### src/rtl/dev_enum_pkg.sv
package dev_enum_pkg;

  typedef enum logic [2:0] {
    SEL_OP,
    SEL_LEN,
    SEL_ID,
    SEL_BASE,
    SEL_SIZE,
    SEL_IRQ,
    SEL_CNT,
    SEL_NONE
  } rdSel_e;

  typedef struct packed {
    logic   doInit;
    logic   doAdvance;
    logic   doCopy;
    rdSel_e rdSel;
  } ctlStrobe_t;

  localparam logic [31:0] OP_ADD_DEV = 32'h0000_0008;
  localparam logic [31:0] OP_DONE    = 32'h0000_0000;
  localparam int          NAME_BYTES = 16;
  localparam int          LEN_W      = 5;

endpackage

### src/rtl/dev_enum_ctl.sv
module dev_enum_ctl
  import dev_enum_pkg::*;
#(
  parameter int ADDR_W = 8
) (
  input  logic              clk,
  input  logic              rstN,
  input  logic              busValid,
  input  logic              busWrite,
  input  logic [ADDR_W-1:0] busAddr,
  input  logic [31:0]       busWdata,
  output ctlStrobe_t        strobe,
  output logic              errFlag
);

  localparam int HI_W = ADDR_W - 5;

  logic       inMap;
  logic [2:0] wordIdx;
  logic       badAccess;

  assign inMap   = (busAddr[1:0] == 2'b00) && (busAddr[ADDR_W-1:5] == HI_W'(0));
  assign wordIdx = busAddr[4:2];

  always_comb begin
    strobe    = '{doInit: 1'b0, doAdvance: 1'b0, doCopy: 1'b0, rdSel: SEL_NONE};
    badAccess = 1'b0;
    if (busValid) begin
      if (!inMap) begin
        badAccess = 1'b1;
      end else if (busWrite) begin
        case (wordIdx)
          3'd0: begin
            if (busWdata == 32'd0) strobe.doInit = 1'b1;
            else                   badAccess     = 1'b1;
          end
          3'd1:    strobe.doCopy = 1'b1;
          default: badAccess     = 1'b1;
        endcase
      end else begin
        case (wordIdx)
          3'd0: begin
            strobe.doAdvance = 1'b1;
            strobe.rdSel     = SEL_OP;
          end
          3'd1:    badAccess    = 1'b1;
          3'd2:    strobe.rdSel = SEL_LEN;
          3'd3:    strobe.rdSel = SEL_ID;
          3'd4:    strobe.rdSel = SEL_BASE;
          3'd5:    strobe.rdSel = SEL_SIZE;
          3'd6:    strobe.rdSel = SEL_IRQ;
          default: strobe.rdSel = SEL_CNT;
        endcase
      end
    end
  end

  always_ff @(posedge clk or negedge rstN) begin
    if (!rstN)          errFlag <= 1'b0;
    else if (badAccess) errFlag <= 1'b1;
  end

  // the error flag never clears without reset
  p_err_sticky_r10: assert property (@(posedge clk) disable iff (!rstN)
    errFlag |=> errFlag);

  // an erroneous access strobes nothing in the datapath
  p_err_no_strobe_r10: assert property (@(posedge clk) disable iff (!rstN)
    (busValid && !inMap) |-> !(strobe.doInit || strobe.doAdvance || strobe.doCopy));

endmodule

### src/rtl/dev_enum_dp.sv
module dev_enum_dp
  import dev_enum_pkg::*;
#(
  parameter int NUM_DEV = 4,
  parameter logic [NUM_DEV-1:0][31:0] DEV_ID = '0,
  parameter logic [NUM_DEV-1:0][31:0] DEV_BASE = '0,
  parameter logic [NUM_DEV-1:0][31:0] DEV_SIZE = '0,
  parameter logic [NUM_DEV-1:0][31:0] DEV_IRQ = '0,
  parameter logic [NUM_DEV-1:0][31:0] DEV_IRQCNT = '0,
  parameter logic [NUM_DEV-1:0][8*NAME_BYTES-1:0] DEV_NAME = '0,
  parameter logic [NUM_DEV-1:0][LEN_W-1:0] DEV_NAMELEN = '0
) (
  input  logic        clk,
  input  logic        rstN,
  input  ctlStrobe_t  strobe,
  input  logic [31:0] busWdata,
  output logic [31:0] busRdata,
  output logic        intReq,
  output logic        wrValid,
  input  logic        wrReady,
  output logic [31:0] wrAddr,
  output logic [7:0]  wrData
);

  localparam int IDX_W = (NUM_DEV > 1) ? $clog2(NUM_DEV) : 1;
  localparam int POS_W = IDX_W + 1;

  logic [NUM_DEV-1:0] reported;
  logic               curValid;
  logic [IDX_W-1:0]   curIdx;
  logic               irqQ;

  logic [NUM_DEV-1:0] markRep;
  logic [POS_W-1:0]   startPos;
  logic               hit;
  logic [IDX_W-1:0]   hitIdx;

  // priority search: lowest unreported index at or above startPos
  always_comb begin
    markRep = reported;
    if (curValid) markRep[curIdx] = 1'b1;
    startPos = curValid ? (POS_W'(curIdx) + POS_W'(1)) : POS_W'(0);
    hit    = 1'b0;
    hitIdx = '0;
    for (int i = 0; i < NUM_DEV; i++) begin
      if (!hit && !markRep[i] && (POS_W'(i) >= startPos)) begin
        hit    = 1'b1;
        hitIdx = IDX_W'(i);
      end
    end
  end

  always_ff @(posedge clk or negedge rstN) begin
    if (!rstN) begin
      reported <= '0;
      curValid <= 1'b0;
      curIdx   <= '0;
      irqQ     <= 1'b0;
    end else if (strobe.doInit) begin
      reported <= '0;
      curValid <= 1'b0;
      curIdx   <= '0;
      irqQ     <= (NUM_DEV > 0);
    end else if (strobe.doAdvance) begin
      reported <= markRep;
      curValid <= hit;
      curIdx   <= hit ? hitIdx : '0;
      if (!hit) irqQ <= 1'b0;
    end
  end

  assign intReq = irqQ;

  // current entry fields, zero when no entry is current
  logic [31:0]      curId, curBase, curSize, curIrq, curIrqCnt;
  logic [LEN_W-1:0] curLen;
  logic [8*NAME_BYTES-1:0] curName;

  always_comb begin
    curId = '0; curBase = '0; curSize = '0; curIrq = '0; curIrqCnt = '0;
    curLen = '0; curName = '0;
    if (curValid) begin
      curId     = DEV_ID[curIdx];
      curBase   = DEV_BASE[curIdx];
      curSize   = DEV_SIZE[curIdx];
      curIrq    = DEV_IRQ[curIdx];
      curIrqCnt = DEV_IRQCNT[curIdx];
      curLen    = DEV_NAMELEN[curIdx];
      curName   = DEV_NAME[curIdx];
    end
  end

  // name copy engine
  logic                    cpBusy;
  logic [31:0]             cpAddr;
  logic [LEN_W-1:0]        cpCnt;
  logic [LEN_W-1:0]        cpLen;
  logic [8*NAME_BYTES-1:0] cpName;
  logic [LEN_W-1:0]        byteSel;
  logic                    cpStart;

  assign cpStart = strobe.doCopy && curValid && !cpBusy && (curLen != '0);

  always_ff @(posedge clk or negedge rstN) begin
    if (!rstN) begin
      cpBusy <= 1'b0;
      cpAddr <= '0;
      cpCnt  <= '0;
      cpLen  <= '0;
      cpName <= '0;
    end else if (cpStart) begin
      cpBusy <= 1'b1;
      cpAddr <= busWdata;
      cpCnt  <= '0;
      cpLen  <= curLen;
      cpName <= curName;
    end else if (cpBusy && wrReady) begin
      cpCnt <= cpCnt + LEN_W'(1);
      if (cpCnt == cpLen - LEN_W'(1)) cpBusy <= 1'b0;
    end
  end

  assign byteSel = cpLen - LEN_W'(1) - cpCnt;
  assign wrValid = cpBusy;
  assign wrAddr  = cpAddr + 32'(cpCnt);
  assign wrData  = 8'(cpName >> {byteSel, 3'b000});

  always_comb begin
    case (strobe.rdSel)
      SEL_OP:   busRdata = hit ? OP_ADD_DEV : OP_DONE;
      SEL_LEN:  busRdata = {cpBusy, {(31-LEN_W){1'b0}}, curLen};
      SEL_ID:   busRdata = curId;
      SEL_BASE: busRdata = curBase;
      SEL_SIZE: busRdata = curSize;
      SEL_IRQ:  busRdata = curIrq;
      SEL_CNT:  busRdata = curIrqCnt;
      default:  busRdata = '0;
    endcase
  end

  // the pointer never rests on a reported entry
  p_cur_unreported_r4: assert property (@(posedge clk) disable iff (!rstN)
    curValid |-> !reported[curIdx]);

  // an advance that finds nothing drops the interrupt
  p_done_irq_low_r5: assert property (@(posedge clk) disable iff (!rstN)
    (strobe.doAdvance && !strobe.doInit && !hit) |=> !intReq);

  // init raises the interrupt
  p_init_irq_r2: assert property (@(posedge clk) disable iff (!rstN)
    strobe.doInit |=> (intReq && !curValid));

  // a stalled byte holds address and data
  p_stall_hold_r7: assert property (@(posedge clk) disable iff (!rstN)
    (wrValid && !wrReady) |=> (wrValid && $stable(wrAddr) && $stable(wrData)));

  // the byte counter stays inside the latched length
  p_copy_bound_r7: assert property (@(posedge clk) disable iff (!rstN)
    wrValid |-> (cpCnt < cpLen));

endmodule

### src/rtl/dev_enum_ctrl.sv
module dev_enum_ctrl
  import dev_enum_pkg::*;
#(
  parameter int ADDR_W  = 8,
  parameter int NUM_DEV = 4,
  parameter logic [NUM_DEV-1:0][31:0] DEV_ID =
    {32'h0000_0004, 32'h0000_0003, 32'h0000_0002, 32'h0000_0001},
  parameter logic [NUM_DEV-1:0][31:0] DEV_BASE =
    {32'h4000_3000, 32'h4000_2000, 32'h4000_1000, 32'h4000_0000},
  parameter logic [NUM_DEV-1:0][31:0] DEV_SIZE =
    {32'h0000_1000, 32'h0000_1000, 32'h0000_1000, 32'h0000_1000},
  parameter logic [NUM_DEV-1:0][31:0] DEV_IRQ =
    {32'd8, 32'd6, 32'd5, 32'd4},
  parameter logic [NUM_DEV-1:0][31:0] DEV_IRQCNT =
    {32'd1, 32'd2, 32'd1, 32'd1},
  parameter logic [NUM_DEV-1:0][8*NAME_BYTES-1:0] DEV_NAME =
    {128'("rtc"), 128'("gpio"), 128'("timer"), 128'("serial")},
  parameter logic [NUM_DEV-1:0][LEN_W-1:0] DEV_NAMELEN =
    {5'd3, 5'd4, 5'd5, 5'd6}
) (
  input  logic              clk,
  input  logic              rstN,
  input  logic              busValid,
  input  logic              busWrite,
  input  logic [ADDR_W-1:0] busAddr,
  input  logic [31:0]       busWdata,
  output logic [31:0]       busRdata,
  output logic              intReq,
  output logic              errFlag,
  output logic              wrValid,
  input  logic              wrReady,
  output logic [31:0]       wrAddr,
  output logic [7:0]        wrData
);

  ctlStrobe_t strobe;

  dev_enum_ctl #(.ADDR_W(ADDR_W)) ctl_i (
    .clk      (clk),
    .rstN     (rstN),
    .busValid (busValid),
    .busWrite (busWrite),
    .busAddr  (busAddr),
    .busWdata (busWdata),
    .strobe   (strobe),
    .errFlag  (errFlag)
  );

  dev_enum_dp #(
    .NUM_DEV     (NUM_DEV),
    .DEV_ID      (DEV_ID),
    .DEV_BASE    (DEV_BASE),
    .DEV_SIZE    (DEV_SIZE),
    .DEV_IRQ     (DEV_IRQ),
    .DEV_IRQCNT  (DEV_IRQCNT),
    .DEV_NAME    (DEV_NAME),
    .DEV_NAMELEN (DEV_NAMELEN)
  ) dp_i (
    .clk      (clk),
    .rstN     (rstN),
    .strobe   (strobe),
    .busWdata (busWdata),
    .busRdata (busRdata),
    .intReq   (intReq),
    .wrValid  (wrValid),
    .wrReady  (wrReady),
    .wrAddr   (wrAddr),
    .wrData   (wrData)
  );

endmodule

### config.mk
export PLATFORM = sky130hd
export DESIGN_NAME = dev_enum_ctrl
export DESIGN_NICKNAME = d
export VERILOG_FILES = /design/src/rtl/dev_enum_pkg.sv /design/src/rtl/dev_enum_ctl.sv /design/src/rtl/dev_enum_dp.sv /design/src/rtl/dev_enum_ctrl.sv
export SDC_FILE = /design/constraint.sdc
export NUM_CORES = 1
export LEC_CHECK = 0
export BUFFER_PORTS_ARGS = -buffer_cell sky130_fd_sc_hd__buf_4
export CAP_MARGIN = 20
export CORE_ASPECT_RATIO = 2
export CORE_MARGIN = 10
export CORE_UTILIZATION = 35
export CTS_BUF_LIST = sky130_fd_sc_hd__clkbuf_16
export CTS_CLUSTER_DIAMETER = 60
export CTS_CLUSTER_SIZE = 16
export DETAILED_ROUTE_END_ITERATION = 8
export GPL_TIMING_DRIVEN = 1
export PLACE_DENSITY_LB_ADDON = 0.15
export RECOVER_POWER = 25
export SYNTH_ARGS = -nofsm -noshare
export SYNTH_HDL_FRONTEND = slang
export SYNTH_SLANG_ARGS = --single-unit
### constraint.sdc
create_clock -name clk -period 3.3 [get_ports clk]
set_input_delay 0 -clock clk [delete_from_list [all_inputs] [get_ports clk]]
set_output_delay 0 -clock clk [all_outputs]
set_load 0.005 [all_outputs]
# Word level (Yosys, flattened, before mapping)
# Index checks and enable logic that the tools add are counted.
[word_totals] register_bits=180 input_bits=45
[classes] add_sub_neg=5 order_cmp=6 eq_ne=14 n_shift=1 mux=65 n_bitwise=1 n_reduce_logical=32
[op_table] cell="binary-select mux 32 bit (select 2 bit)" count=5
[op_table] cell="2-to-1 mux 32 bit" count=10
[op_table] cell="binary-select mux 128 bit (select 2 bit)" count=1
[op_table] cell="2-to-1 mux 128 bit" count=2
[op_table] cell="one-hot mux 32 bit (7 select lines)" count=1
[op_table] cell="right shift 128 x 8 -> 8 bit" count=1
[op_table] cell="adder 32 x 5 -> 32 bit" count=1
[op_table] cell="zero test 32 bit" count=1
[op_table] cell="2-to-1 mux 1 bit" count=25
[op_table] cell="one-hot mux 3 bit (7 select lines)" count=1
[op_table] cell="2-to-1 mux 5 bit" count=4
[op_table] cell="equality test 3 bit (second input constant)" count=6
[op_table] cell="2-to-1 mux 4 bit" count=4
[op_table] cell="logical AND 1 bit" count=13
[op_table] cell="equality test 3 x 2 -> 1 bit (second input constant)" count=4
[op_table] cell="2-to-1 mux 6 bit" count=2
[op_table] cell="binary-select mux 5 bit (select 2 bit)" count=1
[op_table] cell="2-to-1 mux 2 bit" count=5
[op_table] cell="zero test 3 bit" count=3
[op_table] cell="zero test 1 bit" count=8
[op_table] cell="equality test 3 x 1 -> 1 bit (second input constant)" count=2
[op_table] cell=">= comparator 1 x 3 -> 1 bit (first input constant)" count=2
[op_table] cell=">= comparator 2 x 3 -> 1 bit (first input constant)" count=2
[op_table] cell="2-to-1 mux 3 bit" count=2
[op_table] cell="15 further kinds" count=18

# Logic depth before layout (Yosys ltp)
[depth] word_depth=24 depth_mapped=12

# Modules after synthesis
# From an unflattened synthesis, not the netlist that was laid out.
[hier_totals] hier_cells=516 area_unflattened_um2=4196.5
[modules_own_cells] module="dev_enum_dp" instances=1 cells_each=481 area_per_inst_um2=3955.0 seq_area_each_um2=1476.4
[modules_own_cells] module="dev_enum_ctl" instances=1 cells_each=35 area_per_inst_um2=241.5 seq_area_each_um2=25.0

# Worst setup path after synthesis
# Ideal clock, no wire load.
[synth_path] path_kind="reg2out" from="reg, netlist name dp_i.cpName[10]" to="out wrData[6]" arrival_time_ns=2.454 path_slack_ns=0.846 stages_incl_launch_ff=12 n_path_buf=2 path_cell_list="dfrtp_1 -> inv_1 -> ha_1 -> ha_1 -> inv_1 -> ha_1 -> o2bb2ai_2 -> o311ai_1 -> or4b_1 -> clkbuf_1 -> nor2_1 -> buf_4"
[synth_rtl] element="to (decl)" line_no="dev_enum_ctrl.sv:33" source="output logic [7:0] wrData"

==> flow_summary.json <==
{
  "ys_async_sr_fraction": 1.00,
  "fin_crit_sh": 0.909,
  "synthCells": 518,
  "antenna_found_initial": 1,
  "min_path_type": "input port to flip-flop",
  "whs_ps": 80.8,
  "setup_viol": 0,
  "synth-seq-area-share": 0.357,
  "fin_crit_ps": 3000,
  "cts_setup_buffers": 0,
  "powerDensity_mw_per_mm2": 324,
  "cts_root_buffer": "clkbuf_16",
  "h-tree-depth": 3,
  "critPathLaunchType": "flip-flop",
  "slowest_delay_ps": 610,
  "hpwl_um": 10300,
  "r2r_start": "dp_i.curIdx[1]",
  "fin_total_pwr_mw": 1.81,
  "synth_seq_cells": 60,
  "core_sq_mm": 0.0118,
  "ys_types": 57,
  "die_y_um": 175,
  "wl_um": 13500,
  "grtUsageTotal": 0.158,
  "rsz0062_at_grt": "no",
  "cp_data_required_time_ps": 3300,
  "hold_viol": 0,
  "start_util": 0.358,
  "cp_top_family": "adder cells",
  "path_cells": "inv_1, ha_1, ha_1, inv_1, ha_1, o2bb2ai_2, o311ai_1, or4b_1, nor2_1, buf_4",
  "clockBufferDepth": 2,
  "cp_slowest_cell": "or4b_1",
  "vdd_drop_max_mv": 0.231,
  "die_area_sq_mm": 0.0171,
  "area_growth_pct": 32.5,
  "synth_edf_count": 0,
  "ant_nets": 0,
  "nNetsFinal": 706,
  "drcViolationCount": 0,
  "crit_arrival_ps": 3000,
  "status": "finished with violations",
  "dr_total_vias": 4023,
  "dr.first_iter.drc_count": 90,
  "worstMarginPinSlew_ps": 1540,
  "cts_tree": "built",
  "max_cap_viol_count": 1,
  "ctsResizeCount": 0,
  "grt_pass1_vias": 4308,
  "chipWidth_um": 97.6,
  "layout-drive-gt1-share": 0.192,
  "critPathMaxFanout": 6,
  "wire_per_inst_um": 17.0,
  "utilization": 0.474,
  "violations": "capacitance limit, slew limit",
  "clock.fmax_ghz": 0.333,
  "via_per_inst": 5.07,
  "portBuffers": 94,
  "layout_setup_ws_ps": 300,
  "ios": 120,
  "slew_viol_final": 61,
  "crit_start": "dp_i.cpName[10]",
  "setup.worst_path.class": "flip-flop to primary output",
  "synth_area_sq_mm": 0.00421,
  "pre_cts_ws_ps": 661,
  "min_from": "busWrite",
  "max_slew_margin": -0.0235,
  "grt_max_degree": 61,
  "clkTransAtPathRegs_ps": 50,
  "yosysWarnings": 0,
  "numCtsBuffers": 9,
  "critPathCaptureType": "primary output",
  "grt_pass1_wl_um": 22300,
  "first_pass_iters": 4,
  "path_common_cell": "ha_1",
  "row_count": 56,
  "grt_remaining_overflow": 0,
  "synthFlopType": "dfrtp_1",
  "avgSynthCellArea_sq_um": 8.13,
  "place.gp.congestion": 0.899,
  "clock-sinks": 60,
  "fin_tns_setup_ps": 0,
  "clock_skew_ps": 6.37,
  "worst_skew_pair.late_latency_ps": 330,
  "p_leak_nw": 2.71,
  "crit_buf_inv": 3
}
timing repair:
action                                 in CTS  in global routing
setup endpoints to repair                   0                  0
endpoints found under the hold margin      94                  0
hold buffers                               36                  0
kinds of logic (layout without fill, tap and decap cells):
kind of cell	after synthesis	after routing	share of synthesized area
xor gates and xnor gates	38	38	0.0790
other	1	26	0.000891
buffers and inverters	71	176	0.0942
DFF	60	60	0.357
AOI/OAI and AO/OA	66	66	0.0969
muxes	6	6	0.0232
adders and majority gates	19	19	0.0600
and+or+nand+nor	257	257	0.289
sequential cells by signal, indices dropped and copies added, names as in the netlist:
register and count:
dp_i.curIdx 2, ctl_i.errFlag 1, dp_i.cpLen 1, dp_i.cpName 12
dp_i.reported 4, dp_i.cpAddr 32, dp_i.wrValid 1, dp_i.intReq 1
dp_i.cpCnt 5, dp_i.curValid 1
per-stage QoR:
step | cell area [sq um] | std cells
after CTS | 5590 | 792
after floorplan | 4300 | 542
after global routing | 5580 | 793
final | 5580 | 793
after detailed placement | 4940 | 740
after global placement | 4940 | 740
final cells by class:
class	instances	area, sq um
fill	1202	6190
multi-input combinational	411	2400
sequential	60	1500
timing repair buffer	137	1120
clock buffer	9	225
tap	145	181
inverter	23	86.3
clock inverter	7	60.1
antenna	1	2.50
tightest hold or removal path, stage by stage:
cell and delay, ps:
buf_4 130, nand3_1 140, o22ai_1 90
placed cells by master (no fill, tap or decap), types with 3 or more instances in the layout:
cell type / netlist / layout
a21o_1: 3 / 3
a21oi_1: 17 / 17
and2_1: 3 / 3
and3_1: 5 / 5
buf_4: 31 / 97
clkbuf_16: 0 / 9
clkinv_2: 0 / 3
conb_1: 1 / 25
dfrtp_1: 60 / 60
dlygate4sd3_1: 0 / 36
ha_1: 17 / 17
inv_1: 23 / 25
mux2i_1: 3 / 3
mux4_2: 3 / 3
nand2_1: 130 / 130
nand2b_1: 4 / 4
nand3_1: 25 / 25
nand3b_1: 4 / 4
nand4_1: 14 / 14
nand4b_1: 4 / 4
nor2_1: 28 / 28
nor2b_1: 6 / 6
nor3_1: 10 / 10
nor4_1: 9 / 9
o21ai_0: 18 / 18
o21ai_1: 7 / 7
xnor2_1: 28 / 28
xor2_1: 10 / 10
report_power, final:
part / switching (mW) / leakage (nW) / internal, mW
Combinational: 0.0862 / 1.80 / 0.0842
Clock: 0.324 / 0.148 / 0.573
Sequential: 0.00204 / 0.761 / 0.740
worst paths after layout:
path,endpoint,slack (ps),cells past startpoint
max,wrData[5],300,10
min,dp_i.intReq,80,3
max reg2reg,dp_i.cpAddr[20],720,8
min reg2reg,dp_i.cpName[24],470,2
max in group asynchronous,dp_i.cpAddr[9],1790,2
min in group asynchronous,dp_i.reported[0],580,2
routing by layer:
| metal | vias to the layer above | wire length (um) | global-route usage |
|---|---|---|---|
| met5 | - | 0 | 0 |
| met2 | 123 | 7380 | 0.293 |
| met4 | 0 | 322 | 0.0713 |
| met3 | 22 | 686 | 0.0415 |
| met1 | 1922 | 5070 | 0.160 |
| li1 | 1956 | - | - |
synth_stat cells (3+ instances only):
cell / n / area (sq um)
nor2b_1: 6 / 37.5
nor2_1: 28 / 105
inv_1: 23 / 86.3
ha_1: 17 / 213
nand2b_1: 4 / 25.0
a21oi_1: 17 / 85.1
and3_1: 5 / 31.3
mux4_2: 3 / 67.6
buf_2: 5 / 25.0
o21ai_1: 7 / 35.0
nand4_1: 14 / 87.6
nand4b_1: 4 / 35.0
xnor2_1: 28 / 245
nand2_1: 130 / 488
a21o_1: 3 / 22.5
dfrtp_1: 60 / 1500
nand3b_1: 4 / 30.0
xor2_1: 10 / 87.6
o21ai_0: 18 / 90.1
nand3_1: 25 / 125
nor3_1: 10 / 50.1
nor4_1: 9 / 56.3
and2_1: 3 / 18.8
mux2i_1: 3 / 30.0
clkbuf_1: 10 / 37.5
buf_4: 31 / 233
No activity file was read; power rests on OpenSTA's default activity.
